==> src/rtl/rxf_pkg.sv <==
package rxf_pkg;
  typedef struct packed {
    logic       brk;
    logic       frm;
    logic       par;
    logic [7:0] data;
  } rxf_entry_t;

  localparam int unsigned TAG_W = 3;
endpackage

==> src/rtl/rxf_store.sv <==
module rxf_store
  import rxf_pkg::*;
#(
  parameter int unsigned DEPTH = 64
) (
  input  logic                          clk,
  input  logic                          rst_n,
  input  logic                          push_req,
  input  rxf_entry_t                    push_entry,
  input  logic                          pop_req,
  output rxf_entry_t                    head,
  output logic                          empty,
  output logic                          full,
  output logic [$clog2(DEPTH+1)-1:0]    level,
  output logic                          push_acc,
  output logic                          pop_acc
);
  localparam int unsigned AW = (DEPTH > 1) ? $clog2(DEPTH) : 1;
  localparam int unsigned CW = $clog2(DEPTH + 1);
  localparam logic [AW-1:0] LAST_IDX = AW'(DEPTH - 1);
  localparam logic [CW-1:0] FULL_LVL = CW'(DEPTH);

  rxf_entry_t    mem [DEPTH];
  logic [AW-1:0] wr_ptr_q, wr_ptr_d;
  logic [AW-1:0] rd_ptr_q, rd_ptr_d;
  logic [CW-1:0] level_q, level_d;

  assign empty    = (level_q == '0);
  assign full     = (level_q == FULL_LVL);
  assign level    = level_q;
  assign push_acc = push_req & ~full;
  assign pop_acc  = pop_req & ~empty;
  assign head     = mem[rd_ptr_q];

  always_comb begin
    wr_ptr_d = wr_ptr_q;
    rd_ptr_d = rd_ptr_q;
    level_d  = level_q;
    if (push_acc) begin
      wr_ptr_d = (wr_ptr_q == LAST_IDX) ? '0 : wr_ptr_q + 1'b1;
    end
    if (pop_acc) begin
      rd_ptr_d = (rd_ptr_q == LAST_IDX) ? '0 : rd_ptr_q + 1'b1;
    end
    unique case ({push_acc, pop_acc})
      2'b10:   level_d = level_q + 1'b1;
      2'b01:   level_d = level_q - 1'b1;
      default: level_d = level_q;
    endcase
  end

  always_ff @(posedge clk or negedge rst_n) begin
    if (!rst_n) begin
      wr_ptr_q <= '0;
      rd_ptr_q <= '0;
      level_q  <= '0;
    end else begin
      wr_ptr_q <= wr_ptr_d;
      rd_ptr_q <= rd_ptr_d;
      level_q  <= level_d;
    end
  end

  // storage array: written only on an accepted push, no reset needed
  always_ff @(posedge clk) begin
    if (push_acc) begin
      mem[wr_ptr_q] <= push_entry;
    end
  end

  a_r3_level_bound: assert property (@(posedge clk) disable iff (!rst_n)
    level_q <= FULL_LVL);

  a_r11_push_pop_level: assert property (@(posedge clk) disable iff (!rst_n)
    (push_acc && pop_acc) |=> $stable(level_q));

  a_r8_full_drop_keeps_full: assert property (@(posedge clk) disable iff (!rst_n)
    (full && push_req && !pop_req) |=> full);

  a_r3_ptr_gap: assert property (@(posedge clk) disable iff (!rst_n)
    (level_q == '0 || level_q == FULL_LVL) |-> (wr_ptr_q == rd_ptr_q));
endmodule

==> src/rtl/rxf_tag_count.sv <==
module rxf_tag_count #(
  parameter int unsigned DEPTH = 64
) (
  input  logic clk,
  input  logic rst_n,
  input  logic inc,
  input  logic dec,
  output logic tagged_any
);
  localparam int unsigned CW = $clog2(DEPTH + 1);
  localparam logic [CW-1:0] MAX_CNT = CW'(DEPTH);

  logic [CW-1:0] cnt_q, cnt_d;

  always_comb begin
    unique case ({inc, dec})
      2'b10:   cnt_d = cnt_q + 1'b1;
      2'b01:   cnt_d = cnt_q - 1'b1;
      default: cnt_d = cnt_q;
    endcase
  end

  always_ff @(posedge clk or negedge rst_n) begin
    if (!rst_n) begin
      cnt_q <= '0;
    end else begin
      cnt_q <= cnt_d;
    end
  end

  assign tagged_any = (cnt_q != '0);

  a_r7_no_underflow: assert property (@(posedge clk) disable iff (!rst_n)
    (dec && !inc) |-> (cnt_q != '0));

  a_r7_no_overflow: assert property (@(posedge clk) disable iff (!rst_n)
    (inc && !dec) |-> (cnt_q != MAX_CNT));
endmodule

==> src/rtl/rxf_status.sv <==
module rxf_status
  import rxf_pkg::*;
(
  input  logic             clk,
  input  logic             rst_n,
  input  logic             lsr_rd,
  input  logic             ovr_evt,
  input  logic             empty,
  input  logic [TAG_W-1:0] head_tags,
  input  logic             tagged_any,
  input  logic             thr_empty,
  input  logic             tx_idle,
  output logic [7:0]       lsr
);
  logic ovr_q, ovr_d;
  logic ovr_en;

  // a fresh drop wins over a clearing status read
  assign ovr_en = ovr_evt | lsr_rd;

  always_comb begin
    ovr_d = ovr_q;
    if (ovr_en) begin
      ovr_d = ovr_evt;
    end
  end

  always_ff @(posedge clk or negedge rst_n) begin
    if (!rst_n) begin
      ovr_q <= 1'b0;
    end else begin
      ovr_q <= ovr_d;
    end
  end

  assign lsr = {tagged_any,
                tx_idle,
                thr_empty,
                head_tags & {TAG_W{~empty}},
                ovr_q,
                ~empty};

  a_r8_sticky: assert property (@(posedge clk) disable iff (!rst_n)
    (ovr_q && !lsr_rd) |=> ovr_q);

  a_r8_set: assert property (@(posedge clk) disable iff (!rst_n)
    ovr_evt |=> lsr[1]);

  a_r8_clear: assert property (@(posedge clk) disable iff (!rst_n)
    (lsr_rd && !ovr_evt) |=> !lsr[1]);
endmodule

==> src/rtl/rxf_status_fifo.sv <==
module rxf_status_fifo
  import rxf_pkg::*;
#(
  parameter int unsigned DEPTH = 64
) (
  input  logic       clk,
  input  logic       rst_n,
  input  logic       rx_valid,
  input  logic [7:0] rx_data,
  input  logic       rx_brk,
  input  logic       rx_frm,
  input  logic       rx_par,
  input  logic       rhr_rd,
  input  logic       lsr_rd,
  input  logic       thr_empty,
  input  logic       tx_idle,
  output logic [7:0] rhr_data,
  output logic [7:0] lsr
);
  localparam int unsigned CW = $clog2(DEPTH + 1);

  rxf_entry_t      in_entry;
  rxf_entry_t      head;
  logic            empty, full;
  logic [CW-1:0]   level;
  logic            push_acc, pop_acc;
  logic            ovr_evt;
  logic            tag_inc, tag_dec;
  logic            tagged_any;
  logic [7:0]      rhr_q, rhr_d;

  // a break character is stored with a zero data byte
  always_comb begin
    in_entry.brk  = rx_brk;
    in_entry.frm  = rx_frm;
    in_entry.par  = rx_par;
    in_entry.data = rx_brk ? 8'h00 : rx_data;
  end

  rxf_store #(.DEPTH(DEPTH)) u_store (
    .clk        (clk),
    .rst_n      (rst_n),
    .push_req   (rx_valid),
    .push_entry (in_entry),
    .pop_req    (rhr_rd),
    .head       (head),
    .empty      (empty),
    .full       (full),
    .level      (level),
    .push_acc   (push_acc),
    .pop_acc    (pop_acc)
  );

  assign ovr_evt = rx_valid & full;
  assign tag_inc = push_acc & (rx_brk | rx_frm | rx_par);
  assign tag_dec = pop_acc & (head.brk | head.frm | head.par);

  rxf_tag_count #(.DEPTH(DEPTH)) u_tags (
    .clk        (clk),
    .rst_n      (rst_n),
    .inc        (tag_inc),
    .dec        (tag_dec),
    .tagged_any (tagged_any)
  );

  rxf_status u_status (
    .clk        (clk),
    .rst_n      (rst_n),
    .lsr_rd     (lsr_rd),
    .ovr_evt    (ovr_evt),
    .empty      (empty),
    .head_tags  ({head.brk, head.frm, head.par}),
    .tagged_any (tagged_any),
    .thr_empty  (thr_empty),
    .tx_idle    (tx_idle),
    .lsr        (lsr)
  );

  always_comb begin
    rhr_d = rhr_q;
    if (pop_acc) begin
      rhr_d = head.data;
    end
  end

  always_ff @(posedge clk or negedge rst_n) begin
    if (!rst_n) begin
      rhr_q <= 8'h00;
    end else begin
      rhr_q <= rhr_d;
    end
  end

  assign rhr_data = rhr_q;

  a_r6_status_read_no_pop: assert property (@(posedge clk) disable iff (!rst_n)
    (lsr_rd && !rhr_rd && !rx_valid) |=> $stable(level));

  a_r9_empty_read_holds: assert property (@(posedge clk) disable iff (!rst_n)
    (rhr_rd && empty) |=> $stable(rhr_data));

  a_r5_break_reads_zero: assert property (@(posedge clk) disable iff (!rst_n)
    (pop_acc && head.brk) |=> (rhr_data == 8'h00));

  a_r7_summary_covers_head: assert property (@(posedge clk) disable iff (!rst_n)
    (lsr[4:2] != 3'b000) |-> lsr[7]);

  a_r2_level_vs_bit0: assert property (@(posedge clk) disable iff (!rst_n)
    lsr[0] == (level != '0));
endmodule

==> config.mk <==
export PLATFORM = sky130hd
export DESIGN_NAME = rxf_status_fifo
export DESIGN_NICKNAME = d
export VERILOG_FILES = /design/src/rtl/rxf_pkg.sv /design/src/rtl/rxf_store.sv /design/src/rtl/rxf_tag_count.sv /design/src/rtl/rxf_status.sv /design/src/rtl/rxf_status_fifo.sv
export SDC_FILE = /design/constraint.sdc
export NUM_CORES = 1
export LEC_CHECK = 0
export ABC_CLOCK_PERIOD_IN_PS = 6700
export BUFFER_PORTS_ARGS = -buffer_cell sky130_fd_sc_hd__buf_2
export CAP_MARGIN = 20
export CORE_AREA = 2 2 215 217
export DETAILED_ROUTE_END_ITERATION = 12
export DIE_AREA = 0 0 217 219
export PLACE_DENSITY_LB_ADDON = 0.15
export SLEW_MARGIN = 5
export SYNTH_ARGS = -nofsm -noshare
export SYNTH_HDL_FRONTEND = slang
export SYNTH_SLANG_ARGS = --single-unit
export TNS_END_PERCENT = 20
==> constraint.sdc <==
create_clock -name clk -period 6.7 [get_ports clk]
set_input_delay 1.005 -clock clk [delete_from_list [all_inputs] [get_ports clk]]
set_output_delay 1.005 -clock clk [all_outputs]
set_load 0.03 [all_outputs]
==> flow_metrics.py, run 1 <==
metrics = {
    "clock_tree": {
        "cts_tree": "done",
        "cts_buffers": 73,
        "cts_resized": 0,
        "htree_levels": 3,
        "postCtsSetupRepairBufs": 0,
        "clkTransAtPathRegs_ns": 0.06,
        "cts.hold.buffers_added": 0,
        "worstSkewPairLatency_ns": 0.60,
        "ctsRootBufferMaster": "clkbuf_16",
        "clockBufferDepth": 3,
        "clock-sinks": 739,
    },
    "setup_path": {
        "regToRegSetupSlack_ns": 1.61,
        "r2r_start": "u_store.rd_ptr_q[2]",
        "start_kind": "register",
        "startpoint": "u_store.rd_ptr_q[2]",
        "crit_path_max_fanout": 59,
        "cp.arrival_ns": 5.59,
        "crit_buf_inv": 2,
        "crit_slowest_cell": "dfrtp_4",
        "critPathKind": "register to register",
        "critPathMaxStageDelay_ns": 1.15,
        "path_delay_family": "compound AO/OA/AOI/OAI gates",
        "required_ns": 7.21,
        "critPathCaptureType": "register",
        "cp_cell_sequence": "nor2b_1 > a22oi_1 > a21oi_1 > nor3_1 > a21oi_1 > inv_1 > a31oi_1 > ha_1 > inv_1 > fa_1 > nor2b_1 > o21ai_0 > a21boi_0 > o21ai_0 > and3_1 > nor3_1 > xor2_1",
    },
    "detailed_routing": {
        "wl_per_cell_um": 29.4,
        "firstDrtPassIters": 6,
        "ant_nets": 0,
        "num_vias": 13918,
        "viasPerCell": 6.60,
        "wl_mm": 62.0,
        "drc": 0,
        "drt_iter0_markers": 1924,
    },
    "place": {
        "numPortBuffers": 29,
        "dp_slack_ns": 1.65,
        "dpl.hpwl_mm": 36.6,
        "place_congestion": 0.887,
    },
    "logic_synthesis": {
        "async_flop_share_pct": 4.74,
        "synth_nets": 1378,
        "synth-edff-count": 704,
        "synth_top_family_by_area": "multiplexers",
        "seq_area_frac_synth_pct": 75.8,
        "synth_warnings": 0,
        "synthTopCellsByArea": "edfxtp_1 73%, mux4_2 16%, dfrtp_1 3.0%, nor2_1 0.97%, mux2i_1 0.76%",
        "synthMuxAreaShare_pct": 16.9,
        "synth_seq_cells": 739,
        "synth_fa_ha_area_share_pct": 0.741,
        "synth_top_area_cell": "edfxtp_1",
        "syn_area_um2": 29000,
        "synth_top_area_share_pct": 72.8,
        "yosys.area_share.simple_pct": 2.62,
        "synth-compound-area-share_pct": 1.84,
        "synth_ff_type": "edfxtp_1",
        "synth_xor_area_share_pct": 0.422,
        "syn_avg_cell_area_um2": 21.6,
        "syn_inst": 1344,
        "synth_cell_types": 47,
    },
    "min_path": {
        "holdCritStartpoint": "rhr_data[2]",
        "min_path_type": "register to register",
    },
    "timing": {
        "fin_crit_sh_pct": 75.9,
        "maxSlewViolCount": 0,
        "setup_ws_ns": 1.61,
        "fin_worst_skew_ns": 0.0125,
        "max_slew_margin_pct": 25.8,
        "hold_violations": 0,
        "tightestPinTransition_ns": 1.11,
        "rsz0062_at_grt": "false",
        "min_period_ns": 5.09,
        "setup_viol": 0,
        "setup-tns-final_ns": 0,
        "fmaxAchievable_mhz": 197,
        "hold_slack_ns": 0.512,
    },
    "layout": {
        "fillers": 2639,
        "final_nets": 1489,
        "drive_gt1_share_pct": 28.7,
        "diodes": 0,
        "area_delta_synth_final_pct": 12.0,
    },
    "floorplan": {
        "die_x_um": 217,
        "dieHeight_um": 219,
        "io-pin-count": 34,
        "start_util_pct": 64.4,
        "die-area_um2": 47500,
        "coreArea_um2": 45100,
        "rows": 78,
    },
    "global_route": {
        "grt_pass1_wl_mm": 93.1,
        "first_global_vias": 14158,
        "track_usage_pct": 27.3,
        "grt_start_max_net_pins": 70,
        "grt_overflow": 0,
        "antenna_found_initial": 1,
    },
    "power": {
        "vdd.ir_drop.worst_uv": 425,
        "p_leak_nw": 10.6,
        "power.density_nw_per_um2": 394,
    },
    "flow_run": {
        "cap_violations": 0,
    },
    "status": {
        "status": "finished, final reports clean",
    },
}
cells in the final DEF, fill, tap and decap left out, types with 20 or more instances in the layout:
master and n:
edfxtp_1 704, mux4_2 208, clkbuf_16 75, nor2_1 74
buf_4 68, nand2_1 45, dfrtp_1 31, buf_2 29
mux2i_1 22, o21ai_0 20
cells by family after synthesis:
kind of cell             after synthesis
flip-flops                           739
multiplexers                         231
AND/OR/NAND/NOR                      171
buffers and inverters                 91
AO/OA/AOI/OAI                         82
adder cells (fa/ha/maj)               16
XOR/XNOR                              14
path summary, 6_finish.rpt:
check,cells past startpoint,end
max in group asynchronous,1,u_store.rd_ptr_q[2]
worst max register to register,17,u_tags.cnt_q[6]
worst min register to register,2,rhr_data[2]
min in group asynchronous,1,u_tags.cnt_q[3]
worst max-delay path,17,u_tags.cnt_q[6]
worst min-delay path,2,rhr_data[2]
cells in the mapped netlist (all sizes together), types with 5 or more instances:
| library cell | instances |
|---|---|
| edfxtp | 704 |
| mux4 | 208 |
| nor2 | 75 |
| buf | 51 |
| nand2 | 45 |
| dfrtp | 35 |
| mux2i | 22 |
| clkbuf | 21 |
| o21ai | 20 |
| inv | 18 |
| nor2b | 18 |
| a21oi | 17 |
| ha | 14 |
| a22oi | 12 |
| nand3 | 10 |
| o221ai | 8 |
| xnor2 | 8 |
| nor3 | 6 |
| xor2 | 6 |
| a211oi | 5 |
| o31ai | 5 |
state kept, by name (all words and copies together) (netlist names):
| register | count |
|---|---|
| rhr_data | 8 |
| u_store.mem | 704 |
| u_store.rd_ptr_q | 6 |
| u_tags.cnt_q | 7 |
| u_store.wr_ptr_q | 6 |
| u_store.level | 7 |
| u_status.ovr_q | 1 |
report_power, final:
group	internal, mW	switching [mW]
clock network	2.28	1.65
registers	5.30	0.419
logic	1.46	1.70
total	9.05	3.77
layer usage:
metal | GRT usage, % | up-vias | routed length [µm]
li1 | - | 5793 | -
met1 | 40.1 | 7297 | 24500
met2 | 42.3 | 732 | 30100
met3 | 5.95 | 94 | 5890
met4 | 8.42 | 2 | 1480
met5 | 0 | - | 8
area by class of cell:
class / count / area, µm² / share of cell area, %
Clock buffer: 94 / 1990 / 6.11
Clock inverter: 34 / 295 / 0.907
Inverter: 19 / 71.3 / 0.219
Multi-Input combinational cell: 514 / 6610 / 20.3
Sequential cell: 739 / 22000 / 67.7
Tap cell: 600 / 751 / 2.31
Timing Repair Buffer: 108 / 797 / 2.45
stage by stage:
step / utilization (%) / std cells / power [mW] / instance area [µm²]
2_1_floorplan: - / 1344 / 7.94 / 29000
3_3_place_gp: 66.4 / 1943 / 8.87 / 29900
3_5_place_dp: 66.8 / 1963 / 8.95 / 30100
4_1_cts: 71.9 / 2091 / 12.9 / 32400
5_1_grt: 72.2 / 2108 / 13.3 / 32500
6_report: 72.2 / 2108 / 12.8 / 32500
worst min-delay path: stages, from the launching register on:
cell	delay (ns)
dfrtp_1	0.34
nand2_1	0.06
o221ai_1	0.06
Note: power is estimated with default switching activity, not from simulation.
==> inputs of run 2 (changes only) <==
ABC_CLOCK_PERIOD_IN_PS = 4210   (was 6700)
CORE_AREA = 2 2 229 231   (was 2 2 215 217)
DIE_AREA = 0 0 231 233   (was 0 0 217 219)
clock period = 4.21 ns   (was 6.7 ns; I/O delays follow)
==> run 2 against run 1 <==
Against the previous run: die area up 13%; worst setup slack worse by 1.4 ns; core utilization is 7.5 points lower; register-to-register slack worse by 1.4 ns; sequential power is 53% higher; global-route usage fell by 2.9 points; non-clock buffer count increased by 46.
==> flow_metrics.py, run 2 (same netlist as run 1, synthesis figures left out) <==
metrics = {
    "status": {
        "status": "finished, final reports clean",
    },
    "timing": {
        "fin_worst_skew_ns": 0.0154,
        "min_period_ns": 4.01,
        "setup-tns-final_ns": 0,
        "maxSlewViolCount": 0,
        "fmaxAchievable_mhz": 249,
        "rsz0062_at_grt": "false",
        "tightestPinTransition_ns": 0.982,
        "fin_crit_sh_pct": 95.4,
        "setup_viol": 0,
        "hold_violations": 0,
        "max_slew_margin_pct": 34.0,
    },
    "setup_path": {
        "critPathMaxStageDelay_ns": 0.51,
        "required_ns": 4.68,
        "regToRegSetupSlack_ns": 0.20,
        "r2r_start": "u_store.rd_ptr_q[1]",
        "r2r_cells": 16,
        "crit_path_max_fanout": 26,
        "critPathCaptureType": "register",
        "cp.depth": 16,
        "cp-endpoint": "u_tags.cnt_q[5]",
        "start_kind": "register",
        "critPathKind": "register to register",
        "cp.arrival_ns": 4.48,
        "startpoint": "u_store.rd_ptr_q[1]",
        "regToRegEndpoint": "u_tags.cnt_q[5]",
        "path_delay_family": "compound AO/OA/AOI/OAI gates",
        "cp_cell_sequence": "buf_12 > mux4_2 > nor2b_1 > a211oi_1 > a21oi_1 > a31oi_1 > a31oi_1 > ha_1 > buf_4 > ha_1 > a21o_1 > a21oi_2 > o21ai_0 > a21oi_1 > xor2_1 > o21ai_0",
        "crit_buf_inv": 2,
        "crit_slowest_cell": "mux4_2",
    },
    "clock_tree": {
        "cts.hold.buffers_added": 0,
        "htree_levels": 3,
        "worstSkewPairLatency_ns": 0.61,
        "clockBufferDepth": 3,
        "clkTransAtPathRegs_ns": 0.06,
        "ctsRootBufferMaster": "clkbuf_16",
        "postCtsSetupRepairBufs": 0,
        "cts_tree": "done",
        "cts_buffers": 75,
        "clock-sinks": 739,
    },
    "layout": {
        "drive_gt1_share_pct": 31.5,
        "largest_reg_flops": 704,
        "diodes": 0,
        "layout_commonest_cell": "edfxtp_1",
        "final_cell_mix": "704 x edfxtp_1, 208 x mux4_2, 116 x buf_4, 77 x clkbuf_16, 75 x nor2_1",
        "final_nets": 1537,
        "fin_area_um2": 33100,
        "largest_register": "u_store.mem",
        "final_util_pct": 64.7,
        "area_delta_synth_final_pct": 13.9,
        "layout.cells.non_filler": 2242,
    },
    "floorplan": {
        "io-pin-count": 34,
        "dieHeight_um": 233,
        "coreArea_um2": 51100,
        "rows": 83,
        "start_util_pct": 56.8,
        "die_x_um": 231,
        "die-area_um2": 53800,
    },
    "place": {
        "placed_cells": 2106,
        "dpl.hpwl_mm": 38.5,
        "numPortBuffers": 29,
        "place_area_um2": 30800,
        "place_congestion": 0.811,
    },
    "global_route": {
        "track_usage_pct": 24.4,
        "antenna_found_initial": 1,
        "grt_start_max_net_pins": 73,
        "grt_pass1_wl_mm": 94.2,
        "grt_overflow": 0,
        "first_global_vias": 14001,
    },
    "detailed_routing": {
        "num_vias": 14007,
        "drt_iter0_markers": 1501,
        "firstDrtPassIters": 5,
        "wl_per_cell_um": 28.1,
        "viasPerCell": 6.25,
        "ant_nets": 0,
        "drc": 0,
        "wl_mm": 63.0,
    },
    "power": {
        "p_leak_nw": 10.9,
        "power.density_nw_per_um2": 627,
        "vdd.ir_drop.worst_uv": 330,
        "p_total_mw": 20.7,
    },
    "flow_run": {
        "cap_violations": 0,
    },
    "min_path": {
        "min_path_type": "input pin to asynchronous set/reset pin",
    },
}
[run 2: repair_timing]
item	in CTS	in global routing
setup endpoints to repair	0	2
resized for setup	0	11
hold endpoints to repair	0	0
[run 2: final cells by class]
class                           instances  area [µm²]
Inverter                               19        71.3
Multi-Input combinational cell        514        6650
Timing Repair Buffer                  154        1200
Clock buffer                          100        2030
Clock inverter                         36         245
Fill cell                            3413       18000
Sequential cell                       739       22000
Tap cell                              680         851
[run 2: worst reg2reg max path, cell delays in order (launching register included)]
cell and delay [ns]:
dfrtp_4 0.45, buf_12 0.22, mux4_2 0.51, nor2b_1 0.14, a211oi_1 0.45, a21oi_1 0.09, a31oi_1 0.26, a31oi_1 0.16
ha_1 0.26, buf_4 0.17, ha_1 0.28, a21o_1 0.20, a21oi_2 0.17, o21ai_0 0.09, a21oi_1 0.18, xor2_1 0.15
o21ai_0 0.09
[run 2: through the flow]
| step | hold slack [ns] | setup WS, ns |
|---|---|---|
| after global placement | 0.459 | 0.123 |
| after floorplan | 0.336 | 0.501 |
| final | 0.129 | 0.196 |
| after detailed placement | 0.471 | 0.0778 |
| after CTS | 0.137 | 0.0568 |
| after global routing | 0.184 | 0.00330 |
[run 2: worst min-delay path by stage]
stage | to | start | depth (start not counted)
finish | u_store.level[3] | rst_n | 1
global route | u_store.level[3] | rst_n | 1
CTS | u_store.wr_ptr_q[4] | rst_n | 1
detailed placement | u_tags.cnt_q[6] | u_tags.cnt_q[6] | 1
global placement | u_tags.cnt_q[6] | u_tags.cnt_q[6] | 1
floorplan | rhr_data[0] | rst_n | 0
[run 2: per-layer routing]
layer | track usage [%] | up-vias | part of all wire [%]
li1 | - | 5903 | -
met1 | 37.2 | 7443 | 43
met2 | 37.5 | 566 | 48
met3 | 3.76 | 93 | 6.9
met4 | 6.94 | 2 | 2.0
met5 | 0 | - | 0.016
[run 2: where the power goes]
group / internal, mW / switching, mW
sequential: 8.45 / 0.288
combinational: 2.60 / 3.17
clock: 3.53 / 2.70
